File: config.mk
export PLATFORM = sky130hd
export DESIGN_NAME = rob_commit_unit
export DESIGN_NICKNAME = d
export VERILOG_FILES = /design/src/rtl/rob_pkg.sv /design/src/rtl/rob_ptrs.sv /design/src/rtl/rob_entries.sv /design/src/rtl/rob_rename.sv /design/src/rtl/rob_commit_ctl.sv /design/src/rtl/rob_commit_unit.sv
export SDC_FILE = /design/constraint.sdc
export NUM_CORES = 2
export LEC_CHECK = 0
export BUFFER_PORTS_ARGS = -buffer_cell sky130_fd_sc_hd__buf_2
export CAP_MARGIN = 20
export CORE_ASPECT_RATIO = 1.75
export CORE_UTILIZATION = 35
export DETAILED_ROUTE_END_ITERATION = 10
export GPL_TIMING_DRIVEN = 0
export SYNTH_ARGS = -nofsm -noshare
export SYNTH_HDL_FRONTEND = slang
export SYNTH_SLANG_ARGS = --single-unit
File: constraint.sdc
create_clock -name clk -period 5.7 [get_ports clk]
set_input_delay 0.285 -clock clk [delete_from_list [all_inputs] [get_ports clk]]
set_output_delay 0.285 -clock clk [all_outputs]
set_load 0.02 [all_outputs]
File: src/rtl/rob_pkg.sv
package rob_pkg;

    typedef enum logic [1:0] {
        KIND_REG    = 2'd0,
        KIND_STORE  = 2'd1,
        KIND_BRANCH = 2'd2
    } kind_e;

    typedef enum logic [1:0] {
        CS_IDLE = 2'd0,
        CS_WR1  = 2'd1,
        CS_WR2  = 2'd2
    } cstate_e;

endpackage

File: src/rtl/rob_ptrs.sv
module rob_ptrs #(
    parameter int DEPTH = 16,
    parameter int TAG_W = 4
) (
    input  logic             clk,
    input  logic             rst_n,
    input  logic             alloc_fire,
    input  logic             commit_fire,
    output logic [TAG_W-1:0] head,
    output logic [TAG_W-1:0] tail,
    output logic             full,
    output logic             empty
);

    logic [TAG_W-1:0] head_q;
    logic [TAG_W-1:0] tail_q;
    logic             full_q;
    logic [TAG_W-1:0] tail_inc;

    assign tail_inc = tail_q + 1'b1;

    // DEPTH must be a power of two so that the pointers wrap on their own.
    always_ff @(posedge clk) begin
        if (!rst_n) begin
            head_q <= '0;
            tail_q <= '0;
            full_q <= 1'b0;
        end else begin
            if (alloc_fire) begin
                tail_q <= tail_inc;
            end
            if (commit_fire) begin
                head_q <= head_q + 1'b1;
            end
            if (alloc_fire && !commit_fire && (tail_inc == head_q)) begin
                full_q <= 1'b1;
            end else if (commit_fire && !alloc_fire) begin
                full_q <= 1'b0;
            end
        end
    end

    assign head  = head_q;
    assign tail  = tail_q;
    assign full  = full_q;
    assign empty = (head_q == tail_q) && !full_q;

endmodule

File: src/rtl/rob_entries.sv
module rob_entries
    import rob_pkg::*;
#(
    parameter int DEPTH  = 16,
    parameter int TAG_W  = 4,
    parameter int AREG_W = 5,
    parameter int DATA_W = 32
) (
    input  logic              clk,
    input  logic              rst_n,
    input  logic              alloc_fire,
    input  logic [TAG_W-1:0]  alloc_tag,
    input  kind_e             alloc_kind,
    input  logic [AREG_W-1:0] alloc_dest,
    input  logic              bus_valid,
    input  logic [TAG_W-1:0]  bus_tag,
    input  logic [DATA_W-1:0] bus_value,
    input  logic              commit_fire,
    input  logic [TAG_W-1:0]  head_tag,
    input  logic [TAG_W-1:0]  rd_tag,
    output logic              head_done,
    output kind_e             head_kind,
    output logic [AREG_W-1:0] head_dest,
    output logic [DATA_W-1:0] head_value,
    output logic              rd_done,
    output logic [DATA_W-1:0] rd_value
);

    logic              done_a  [DEPTH];
    kind_e             kind_a  [DEPTH];
    logic [AREG_W-1:0] dest_a  [DEPTH];
    logic [DATA_W-1:0] value_a [DEPTH];

    for (genvar g = 0; g < DEPTH; g++) begin : g_slot
        logic              v_q;
        logic              d_q;
        kind_e             k_q;
        logic [AREG_W-1:0] r_q;
        logic [DATA_W-1:0] x_q;
        logic              hit_alloc;
        logic              hit_bus;
        logic              hit_commit;

        assign hit_alloc  = alloc_fire && (alloc_tag == TAG_W'(g));
        assign hit_bus    = bus_valid && (bus_tag == TAG_W'(g)) && v_q;
        assign hit_commit = commit_fire && (head_tag == TAG_W'(g));

        always_ff @(posedge clk) begin
            if (!rst_n) begin
                v_q <= 1'b0;
                d_q <= 1'b0;
                k_q <= KIND_REG;
                r_q <= '0;
                x_q <= '0;
            end else begin
                if (hit_commit) begin
                    v_q <= 1'b0;
                end
                if (hit_bus) begin
                    d_q <= 1'b1;
                    x_q <= bus_value;
                end
                if (hit_alloc) begin
                    v_q <= 1'b1;
                    d_q <= 1'b0;
                    k_q <= alloc_kind;
                    r_q <= alloc_dest;
                    x_q <= '0;
                end
            end
        end

        assign done_a[g]  = d_q;
        assign kind_a[g]  = k_q;
        assign dest_a[g]  = r_q;
        assign value_a[g] = x_q;
    end

    assign head_done  = done_a[head_tag];
    assign head_kind  = kind_a[head_tag];
    assign head_dest  = dest_a[head_tag];
    assign head_value = value_a[head_tag];
    assign rd_done    = done_a[rd_tag];
    assign rd_value   = value_a[rd_tag];

endmodule

File: src/rtl/rob_rename.sv
module rob_rename #(
    parameter int NUM_AREG = 32,
    parameter int AREG_W   = 5,
    parameter int TAG_W    = 4
) (
    input  logic              clk,
    input  logic              rst_n,
    input  logic              set_en,
    input  logic [AREG_W-1:0] set_reg,
    input  logic [TAG_W-1:0]  set_tag,
    input  logic              clr_en,
    input  logic [AREG_W-1:0] clr_reg,
    input  logic [TAG_W-1:0]  clr_tag,
    input  logic [AREG_W-1:0] lk_reg,
    output logic              lk_hit,
    output logic [TAG_W-1:0]  lk_tag
);

    logic             map_v [NUM_AREG];
    logic [TAG_W-1:0] map_t [NUM_AREG];

    for (genvar r = 0; r < NUM_AREG; r++) begin : g_map
        logic             v_q;
        logic [TAG_W-1:0] t_q;
        logic             do_set;
        logic             do_clr;

        assign do_set = set_en && (set_reg == AREG_W'(r));
        assign do_clr = clr_en && (clr_reg == AREG_W'(r)) && (t_q == clr_tag);

        always_ff @(posedge clk) begin
            if (!rst_n) begin
                v_q <= 1'b0;
                t_q <= '0;
            end else if (do_set) begin
                v_q <= 1'b1;
                t_q <= set_tag;
            end else if (do_clr) begin
                v_q <= 1'b0;
            end
        end

        assign map_v[r] = v_q;
        assign map_t[r] = t_q;
    end

    assign lk_hit = map_v[lk_reg];
    assign lk_tag = map_t[lk_reg];

endmodule

File: src/rtl/rob_commit_ctl.sv
module rob_commit_ctl
    import rob_pkg::*;
(
    input  logic  clk,
    input  logic  rst_n,
    input  logic  head_valid,
    input  logic  head_done,
    input  kind_e head_kind,
    output logic  commit_fire,
    output logic  rf_we,
    output logic  st_start,
    output logic  br_retire,
    output logic  mem_busy
);

    cstate_e state_q;
    cstate_e state_d;
    logic    can_retire;

    assign can_retire = head_valid && head_done &&
                        !((head_kind == KIND_STORE) && (state_q != CS_IDLE));

    always_ff @(posedge clk) begin
        if (!rst_n) begin
            state_q <= CS_IDLE;
        end else begin
            state_q <= state_d;
        end
    end

    always_comb begin
        state_d = state_q;
        unique case (state_q)
            CS_IDLE: begin
                if (can_retire && (head_kind == KIND_STORE)) begin
                    state_d = CS_WR1;
                end
            end
            CS_WR1:  state_d = CS_WR2;
            CS_WR2:  state_d = CS_IDLE;
            default: state_d = CS_IDLE;
        endcase
    end

    always_comb begin
        commit_fire = can_retire;
        rf_we       = can_retire && (head_kind == KIND_REG);
        st_start    = can_retire && (head_kind == KIND_STORE);
        br_retire   = can_retire && (head_kind == KIND_BRANCH);
        mem_busy    = (state_q != CS_IDLE);
    end

endmodule

File: src/rtl/rob_commit_unit.sv
module rob_commit_unit
    import rob_pkg::*;
#(
    parameter int DEPTH    = 16,
    parameter int NUM_AREG = 32,
    parameter int DATA_W   = 32,
    localparam int TAG_W   = $clog2(DEPTH),
    localparam int AREG_W  = $clog2(NUM_AREG)
) (
    input  logic              clk,
    input  logic              rst_n,
    input  logic              alloc_valid,
    input  logic [1:0]        alloc_kind,
    input  logic [AREG_W-1:0] alloc_dest,
    output logic              alloc_ready,
    output logic [TAG_W-1:0]  alloc_tag,
    input  logic              bus_valid,
    input  logic [TAG_W-1:0]  bus_tag,
    input  logic [DATA_W-1:0] bus_value,
    input  logic [AREG_W-1:0] lk_reg,
    output logic              lk_pending,
    output logic [TAG_W-1:0]  lk_tag,
    output logic              lk_done,
    output logic [DATA_W-1:0] lk_value,
    output logic              rf_we,
    output logic [AREG_W-1:0] rf_addr,
    output logic [DATA_W-1:0] rf_data,
    output logic              mem_wr_start,
    output logic [DATA_W-1:0] mem_wr_addr,
    output logic [AREG_W-1:0] mem_wr_src,
    output logic              mem_busy,
    output logic              br_retire,
    output logic              br_taken
);

    logic              alloc_fire;
    logic              commit_fire;
    logic [TAG_W-1:0]  head;
    logic [TAG_W-1:0]  tail;
    logic              full;
    logic              empty;
    kind_e             kind_in;
    logic              head_done;
    kind_e             head_kind;
    logic [AREG_W-1:0] head_dest;
    logic [DATA_W-1:0] head_value;
    logic              rd_done;
    logic [DATA_W-1:0] rd_value;
    logic              map_hit;
    logic [TAG_W-1:0]  map_tag;
    logic              rf_we_i;
    logic              st_start_i;
    logic              br_i;

    assign kind_in    = kind_e'(alloc_kind);
    assign alloc_fire = alloc_valid && !full;

    rob_ptrs #(.DEPTH(DEPTH), .TAG_W(TAG_W)) ptrs_i (
        .clk(clk), .rst_n(rst_n),
        .alloc_fire(alloc_fire), .commit_fire(commit_fire),
        .head(head), .tail(tail), .full(full), .empty(empty)
    );

    rob_entries #(.DEPTH(DEPTH), .TAG_W(TAG_W), .AREG_W(AREG_W), .DATA_W(DATA_W)) ent_i (
        .clk(clk), .rst_n(rst_n),
        .alloc_fire(alloc_fire), .alloc_tag(tail), .alloc_kind(kind_in), .alloc_dest(alloc_dest),
        .bus_valid(bus_valid), .bus_tag(bus_tag), .bus_value(bus_value),
        .commit_fire(commit_fire), .head_tag(head), .rd_tag(map_tag),
        .head_done(head_done), .head_kind(head_kind), .head_dest(head_dest),
        .head_value(head_value), .rd_done(rd_done), .rd_value(rd_value)
    );

    rob_rename #(.NUM_AREG(NUM_AREG), .AREG_W(AREG_W), .TAG_W(TAG_W)) ren_i (
        .clk(clk), .rst_n(rst_n),
        .set_en(alloc_fire && (kind_in == KIND_REG)), .set_reg(alloc_dest), .set_tag(tail),
        .clr_en(rf_we_i), .clr_reg(head_dest), .clr_tag(head),
        .lk_reg(lk_reg), .lk_hit(map_hit), .lk_tag(map_tag)
    );

    rob_commit_ctl ctl_i (
        .clk(clk), .rst_n(rst_n),
        .head_valid(!empty), .head_done(head_done), .head_kind(head_kind),
        .commit_fire(commit_fire), .rf_we(rf_we_i), .st_start(st_start_i),
        .br_retire(br_i), .mem_busy(mem_busy)
    );

    assign alloc_ready  = !full;
    assign alloc_tag    = tail;

    assign lk_pending   = map_hit;
    assign lk_tag       = map_hit ? map_tag : '0;
    assign lk_done      = map_hit && rd_done;
    assign lk_value     = map_hit ? rd_value : '0;

    assign rf_we        = rf_we_i;
    assign rf_addr      = rf_we_i ? head_dest : '0;
    assign rf_data      = rf_we_i ? head_value : '0;
    assign mem_wr_start = st_start_i;
    assign mem_wr_addr  = st_start_i ? head_value : '0;
    assign mem_wr_src   = st_start_i ? head_dest : '0;
    assign br_retire    = br_i;
    assign br_taken     = br_i && head_value[0];

endmodule

## Word level (Yosys, flattened, before mapping)

Cells that the tools add are included.

- Bits in registers: 827
- Bits in latches: 0
- RAM bits: 0
- Memory bits (read-only): 0
- Input port bits: 52
- Logic and storage cells: 685
- Memories: 0

- $add $sub $neg: 2
- Multiply operators: 0
- Div/mod/pow operators: 0
- Magnitude comparators: 3
- Equality and inequality tests: 145
- Shift-type cells: 0
- Mux-type cells: 130
- Bitwise operators: 4
- Reduce and logical (&&, ||, !) cells: 253

Operators by type and width:

| operator | count |
|---|---|
| $bmux 32 s4 | 2 |
| $mux 32 | 7 |
| $logic_and 1x1->1 | 174 |
| $eq 5x5->1 const B | 32 |
| $eq 4x4->1 | 34 |
| $mux 1 | 104 |
| $reduce_bool 2->1 | 50 |
| $eq 4x4->1 const B | 24 |
| $eq 5x4->1 const B | 16 |
| $eq 4x3->1 const B | 12 |
| $eq 5x3->1 const B | 8 |
| $reduce_or 2->1 | 16 |
| $eq 4x2->1 const B | 6 |
| $bmux 4 s5 | 1 |
| $bmux 5 s4 | 1 |
| $eq 5x2->1 const B | 4 |
| $mux 5 | 4 |
| $eq 4x1->1 const B | 3 |
| $logic_not 4->1 | 3 |
| $mux 4 | 3 |
| $eq 5x1->1 const B | 2 |
| $ge 5x5->1 const B | 2 |
| $logic_not 5->1 | 2 |
| $not 4->5 | 2 |
| other kinds (14) | 25 |

## Depth between registers and ports, before layout

- Word-level depth: 13
- Gate-level depth with buffers: 14
- Gate-level depth less buffers: 8

## By module

Synthesis repeated with hierarchy kept, for this count alone.

- Cell total of the unflattened synthesis: 4841
- Area, all modules: 44405.1 sq um

Modules (own cells, without submodules):

| module | times used | cells an instance | area an instance (sq um) |
|---|---|---|---|
| rob_entries | 1 | 3730 | 33988.8 |
| rob_rename | 1 | 927 | 9041.2 |
| rob_commit_unit | 1 | 125 | 802.0 |
| rob_ptrs | 1 | 46 | 469.2 |
| rob_commit_ctl | 1 | 13 | 103.8 |

## Worst setup path before layout

Ideal clock, no wire load.

- Path type: register -> output
- From: register ptrs_i.head_q[0], in the netlist ptrs_i.head[0]
- To: output mem_wr_addr[10]
- Data arrival time: 2977 ps
- Required time: 5415 ps
- Setup slack: 2438 ps
- Stages on the path, launching flop included: 9
- Path buffers: 5
- Cells stage by stage: dfxtp_1 buf_2 buf_6 buf_4 buf_2 buf_1 mux4_2 mux4_2 and3_1

- Cells in the longest elaborated chain, start to end: 10
- Elaborated cells on any way between the ends: 20

Ends and longest elaborated chain:

| item | line | RTL |
|---|---|---|
| start, declared | rob_ptrs.sv:15 | `logic [TAG_W-1:0] head_q;` |
| start signal, assigned | rob_ptrs.sv:33 | `head_q <= head_q + 1'b1;` |
| $not 4->5 (not written as such) | rob_entries.sv:79, rob_entries.sv:80, rob_entries.sv:82 |  |
| $bmux 2 s4 | rob_entries.sv:80 | `assign head_kind = kind_a[head_tag];` |
| $mux 2 (not written as such) (2 in series) | rob_entries.sv:80 |  |
| $eq 2x1->1 | rob_commit_ctl.sv:21, rob_commit_ctl.sv:48 |  |
| $logic_and 1x1->1 | rob_commit_ctl.sv:21 | `!((head_kind == KIND_STORE) && (state_q != CS_IDLE));` |
| $logic_not 1->1 | rob_commit_ctl.sv:21 |  |
| $logic_and 1x1->1 | rob_commit_ctl.sv:20 | `assign can_retire = head_valid && head_done &&` |
| $logic_and 1x1->1 | rob_commit_ctl.sv:48 | `st_start = can_retire && (head_kind == KIND_STORE);` |
| $mux 32 (*) | rob_commit_unit.sv:99 | `assign mem_wr_addr = st_start_i ? head_value : '0;` |
| end, declared | rob_commit_unit.sv:29 | `output logic [DATA_W-1:0] mem_wr_addr,` |

Mark *: on every way between the ends. The rest lies on a longest branch, timed or not. The select of a mux whose other input is x is not followed.

## Worst setup path in the final report

- From: register ren_i.g_map[15].t_q[2]
- To: output lk_value[24]

- Cells in the longest elaborated chain, start to end: 8

Ends and longest elaborated chain:

| item | line | RTL |
|---|---|---|
| start, declared | rob_rename.sv:24 | `logic [TAG_W-1:0] t_q;` |
| start signal, assigned | rob_rename.sv:37 | `t_q <= set_tag;` |
| $bmux 4 s5 | rob_rename.sv:48 | `assign lk_tag = map_t[lk_reg];` |
| $mux 4 (not written as such) (2 in series) | rob_rename.sv:48 |  |
| $not 4->5 (not written as such) | rob_entries.sv:84 | `assign rd_value = value_a[rd_tag];` |
| $bmux 32 s4 | rob_entries.sv:84 |  |
| $mux 32 (not written as such) (2 in series) | rob_entries.sv:84 |  |
| $mux 32 | rob_commit_unit.sv:93 | `assign lk_value = map_hit ? rd_value : '0;` |
| end, declared | rob_commit_unit.sv:24 | `output logic [DATA_W-1:0] lk_value,` |

No other way between the ends. The select of a mux whose other input is x is not followed.

==> results by group <==
Outcome
  – Outcome: finished, violations left
  – Failing checks: DRC, setup timing

Timing
  – RSZ-0062 raised after global routing: no
  – Total negative slack: -0.1526 ns
  – Setup Viol. Count Final: 3
  – Max Fclk: 0.1719 GHz
  – Final Cycle Share: 102.1%
  – Fin crit period: 5.817 ns
  – Hold Fails Final Rpt: 0
  – Setup ws final: -0.1169 ns
  – Slew @ Worst Pin: 1.314 ns
  – Slew headroom: 12.38%
  – Fin Hold WS: 0.01984 ns
  – Clock skew: 0.03458 ns
  – Final Max Slew Viols: 0

Logic synthesis
  – Synth async-reset ratio: 0%
  – Syn Nets: 4988
  – Synth Flop Type: dfxtp_1
  – Sequential share of the synthesized area: 39.32%
  – Yosys warns: 0
  – Post-synth top area share: 39.32%
  – #FFs+latches synth: 827
  – Syn Std Cell Area: 42110 µm²
  – Avg Synthesized Cell Area: 8.545 µm²
  – Area contributors post-synth: dfxtp_1 39%, mux4_2 13%, nand2_1 12%
  – Leading area contributor after synthesis: dfxtp_1
  – Post-synth EDFFs: 0
  – Synth cell types: 49
  – Cells after Synth: 4928

Pwr
  – Int Pwr: 9.153 mW
  – Flop pwr share: 46.1%
  – Part of the power in combinational logic: 7.9%
  – Pwr/cell area: 261.6 nW/µm²
  – Leakage power: 16.97 nW
  – Max VDD drop: 0.2207 mV
  – Psw: 3.439 mW
  – Clock share of power: 46.0%
  – Net Sw Frac: 27.31%

Critical path
  – Crit-path most repeated cell: mux2i_1
  – Critical path fanouts, max: 10
  – Startpoint Class: flop
  – Crit path cell chain: mux4_2, mux2i_1, mux2i_1, mux2i_1, buf_2, and2_1, clkbuf_1, clkdlybuf4s15_1, a221oi_1, o21ai_0, o221ai_1, buf_2
  – CP required: 5.41 ns
  – Worst path max stage delay: 0.89 ns
  – WS Path Type: flop to primary output
  – Crit end category: primary output
  – Critical Path AT: 5.53 ns
  – Flop-to-flop setup slack: 1.01 ns
  – Cells on worst reg2reg path: 11
  – Worst path bufs/invs: 4
  – Reg-to-reg endpoint: ren_i.g_map[26].v_q$_SDFFE_PN0P_
  – Worst R2R Start: ptrs_i.head[1]$_SDFFE_PN0P_
  – Crit-path leading delay family: buffers and inverters
  – Slowest-stage cell, CP: clkdlybuf4s15_1

Global route
  – Global-route wire length before repair: 281500 µm
  – Antenna violations before repair: 13
  – Largest net degree at the start of global routing: 16
  – Total track usage: 32.52%
  – Congestion Overflow GR: 0
  – Vias in the first global route: 39.59k

Routing
  – Via Count: 40.56k
  – Routed wire length: 202700 µm
  – Drt via density: 5.960
  – Post-route ant nets: 0
  – DRT Pass-1 Iters: 11
  – DRT iter0 DRCs: 4199
  – Residual DRC: 6
  – Drt wl/cell: 29.78 µm

Die
  – Initial Utilization: 35.21%
  – IO Pins: 174
  – Die height: 460.9 µm
  – Row cnt: 168
  – Die Wd: 264.2 µm
  – Die Area: 121800 µm²
  – Core Region: 119600 µm²

Layout
  – Nets: 5262
  – Final core utilization: 40.25%
  – Area grow syn2layout: 14.31%
  – # fillers: 12.20k
  – Layout cells sized above 1: 13.27%

Clock tree
  – Clock Tree Buf Depth: 3
  – CTS tree: yes
  – Sink Count: 827
  – Clock Latency Late Sink: 0.73 ns
  – Register clock-pin slew on the reported worst setup and hold paths: 0.07 ns
  – H-tree depth: 3
  – CTS Buf Count: 85
  – Root buffer cell: clkbuf_16

Worst hold path
  – Hold Crit Endpoint: ent_i.g_slot[8].x_q[5]$_SDFFE_PP0P_
  – Worst Hold Depth: 3
  – Hold Path Origin: bus_value[5]
  – Hold Crit Class: input pin to flop

Place
  – I/O Buffers: 132
  – Hpwl dp: 151800 µm
  – Routability cong.: 1.033
  – Place WS: 0.3401 ns

Job
  – Maxcap violations: 0
==> what timing repair did <==
item | CTS | global route
setup endpoints to repair | 12 | 7
resized for setup | 3 | 12
hold buffers | 27 | 0
hold endpoints to repair | 152 | 0
setup buffers | 0 | 0
==> power by group through the flow <==
stage	Combinational, mW	Sequential [mW]	Clock (mW)
after floorplan	0.507	5.94	0
after global placement	0.924	5.94	0
after detailed placement	0.925	5.94	0
after CTS	0.943	5.81	5.80
after global routing	0.997	5.81	6.03
final	0.996	5.81	5.79
==> sequential cells by signal (all words and copies together) (netlist names) <==
register,flops
ent_i.g_slot.x_q,512
ent_i.g_slot.d_q,16
ent_i.g_slot.r_q,80
ptrs_i.full,1
ptrs_i.head,4
ent_i.g_slot.k_q,32
ent_i.g_slot.v_q,16
ctl_i.state_q,2
ren_i.g_map.v_q,32
ren_i.g_map.t_q,128
ptrs_i.tail,4
==> worst register-to-register path, stage by stage (launching register included) <==
cell and delay (ns):
dfxtp_1 0.36, buf_2 0.32, buf_2 0.43, buf_2 0.45, buf_2 0.47, mux4_2 0.42, mux2i_1 0.22, nand2_1 0.08
o21ai_1 0.46, nand3_1 0.67, o311ai_0 0.49, o21ai_0 0.14
==> area by class of cell <==
| type | count | area (µm²) | share of cell area, % |
|---|---|---|---|
| multi-input cells | 3609 | 23550 | 48.93 |
| repair buffers | 187 | 1313 | 2.727 |
| flip-flops and latches | 827 | 16560 | 34.39 |
| inverters | 18 | 67.56 | 0.1404 |
| clock inverters | 36 | 342.8 | 0.7122 |
| diodes | 8 | 20.02 | 0.04159 |
| clock buffers | 116 | 2407 | 5.001 |
| well taps | 1530 | 1914 | 3.977 |
| plain buffers | 474 | 1964 | 4.081 |
==> how the worst max path moves through the flow <==
| stage | to | startpoint | slack (ns) | depth (start not counted) |
|---|---|---|---|---|
| global route | lk_value[24] | ren_i.g_map[13].t_q[2]$_SDFFE_PN0P_ | 0.004 | 12 |
| global placement | lk_value[23] | lk_reg[0] | 0.30 | 12 |
| floorplan | mem_wr_addr[10] | ptrs_i.head[0]$_SDFFE_PN0P_ | 2.44 | 8 |
| detailed placement | lk_value[24] | lk_reg[1] | 0.34 | 14 |
| CTS | rf_data[3] | ptrs_i.head[0]$_SDFFE_PN0P_ | 0.05 | 10 |
| finish | lk_value[24] | ren_i.g_map[15].t_q[2]$_SDFFE_PN0P_ | -0.12 | 12 |
==> through the flow <==
stage	cell area, µm²	std cells	power [mW]
finish	48140	6805	12.59
global route	48120	6800	12.84
CTS	48010	6789	12.55
floorplan	42110	4928	6.444
detailed placement	44980	6610	6.866
global placement	44690	6590	6.864
==> cell usage in the layout, fill, tap and decap left out, types with 53 or more instances in the layout <==
cell,synthesis,routed
xnor2_1,131,131
nor2_1,205,205
and3_1,53,53
nand2_1,1385,1385
mux2_2,68,68
mux4_2,234,234
clkbuf_16,0,88
buf_2,67,203
a21oi_1,691,691
mux2i_1,343,343
nand3_1,88,88
clkbuf_1,354,366
o21ai_0,135,135
dfxtp_1,827,827
==> metal layers <==
layer | global-route usage [%] | part of all wire, % | routed length [µm] | vias to the layer above
met3 | 8.448 | 9.3 | 18790 | 1089
met5 | 0.04034 | 0.084 | 170 | -
li1 | - | - | - | 17530
met2 | 54.60 | 47 | 95650 | 2611
met1 | 32.09 | 32 | 64730 | 19320
met4 | 32.42 | 12 | 23310 | 12
==> kinds of logic (layout without fill, tap and decap cells) <==
kind of cell    Yosys count  after routing  synth area share (%)
simple gates           1876           1876                 18.13
compound gates          939            939                 12.14
flops                   827            827                 39.32
mux                     645            645                 22.49
buf+inv                 492            831                 4.754
xor+xnor                141            141                 2.933
fa+ha+maj                 8              8                0.2377
other cells               0              8                     0
==> synthesized netlist by cell type (2+ instances only) <==
cell      count
o221ai_1     23
o41ai_1       3
buf_6         4
a221oi_1     17
and2b_1       2
o31ai_1       3
nor2b_1      16
and3_1       53
nand4_1      38
nor3b_1       2
mux4_2      234
o21ai_1       2
mux2_2       68
mux2i_1     343
dfxtp_1     827
buf_4        11
nand3_1      88
nor2_1      205
a31oi_1       6
a21oi_1     691
nand2_1    1385
nor4_1        4
or2_2         3
a22oi_1      38
ha_1          8
xnor2_1     131
buf_1        38
o221ai_2     10
o21ai_0     135
and2_1       43
buf_2        67
o311ai_0      7
xor2_1       10
nand2b_1      8
nor3_1       21
nand3b_1      3
inv_1        16
clkbuf_1    354
Power figures use the tool's default switching activity.
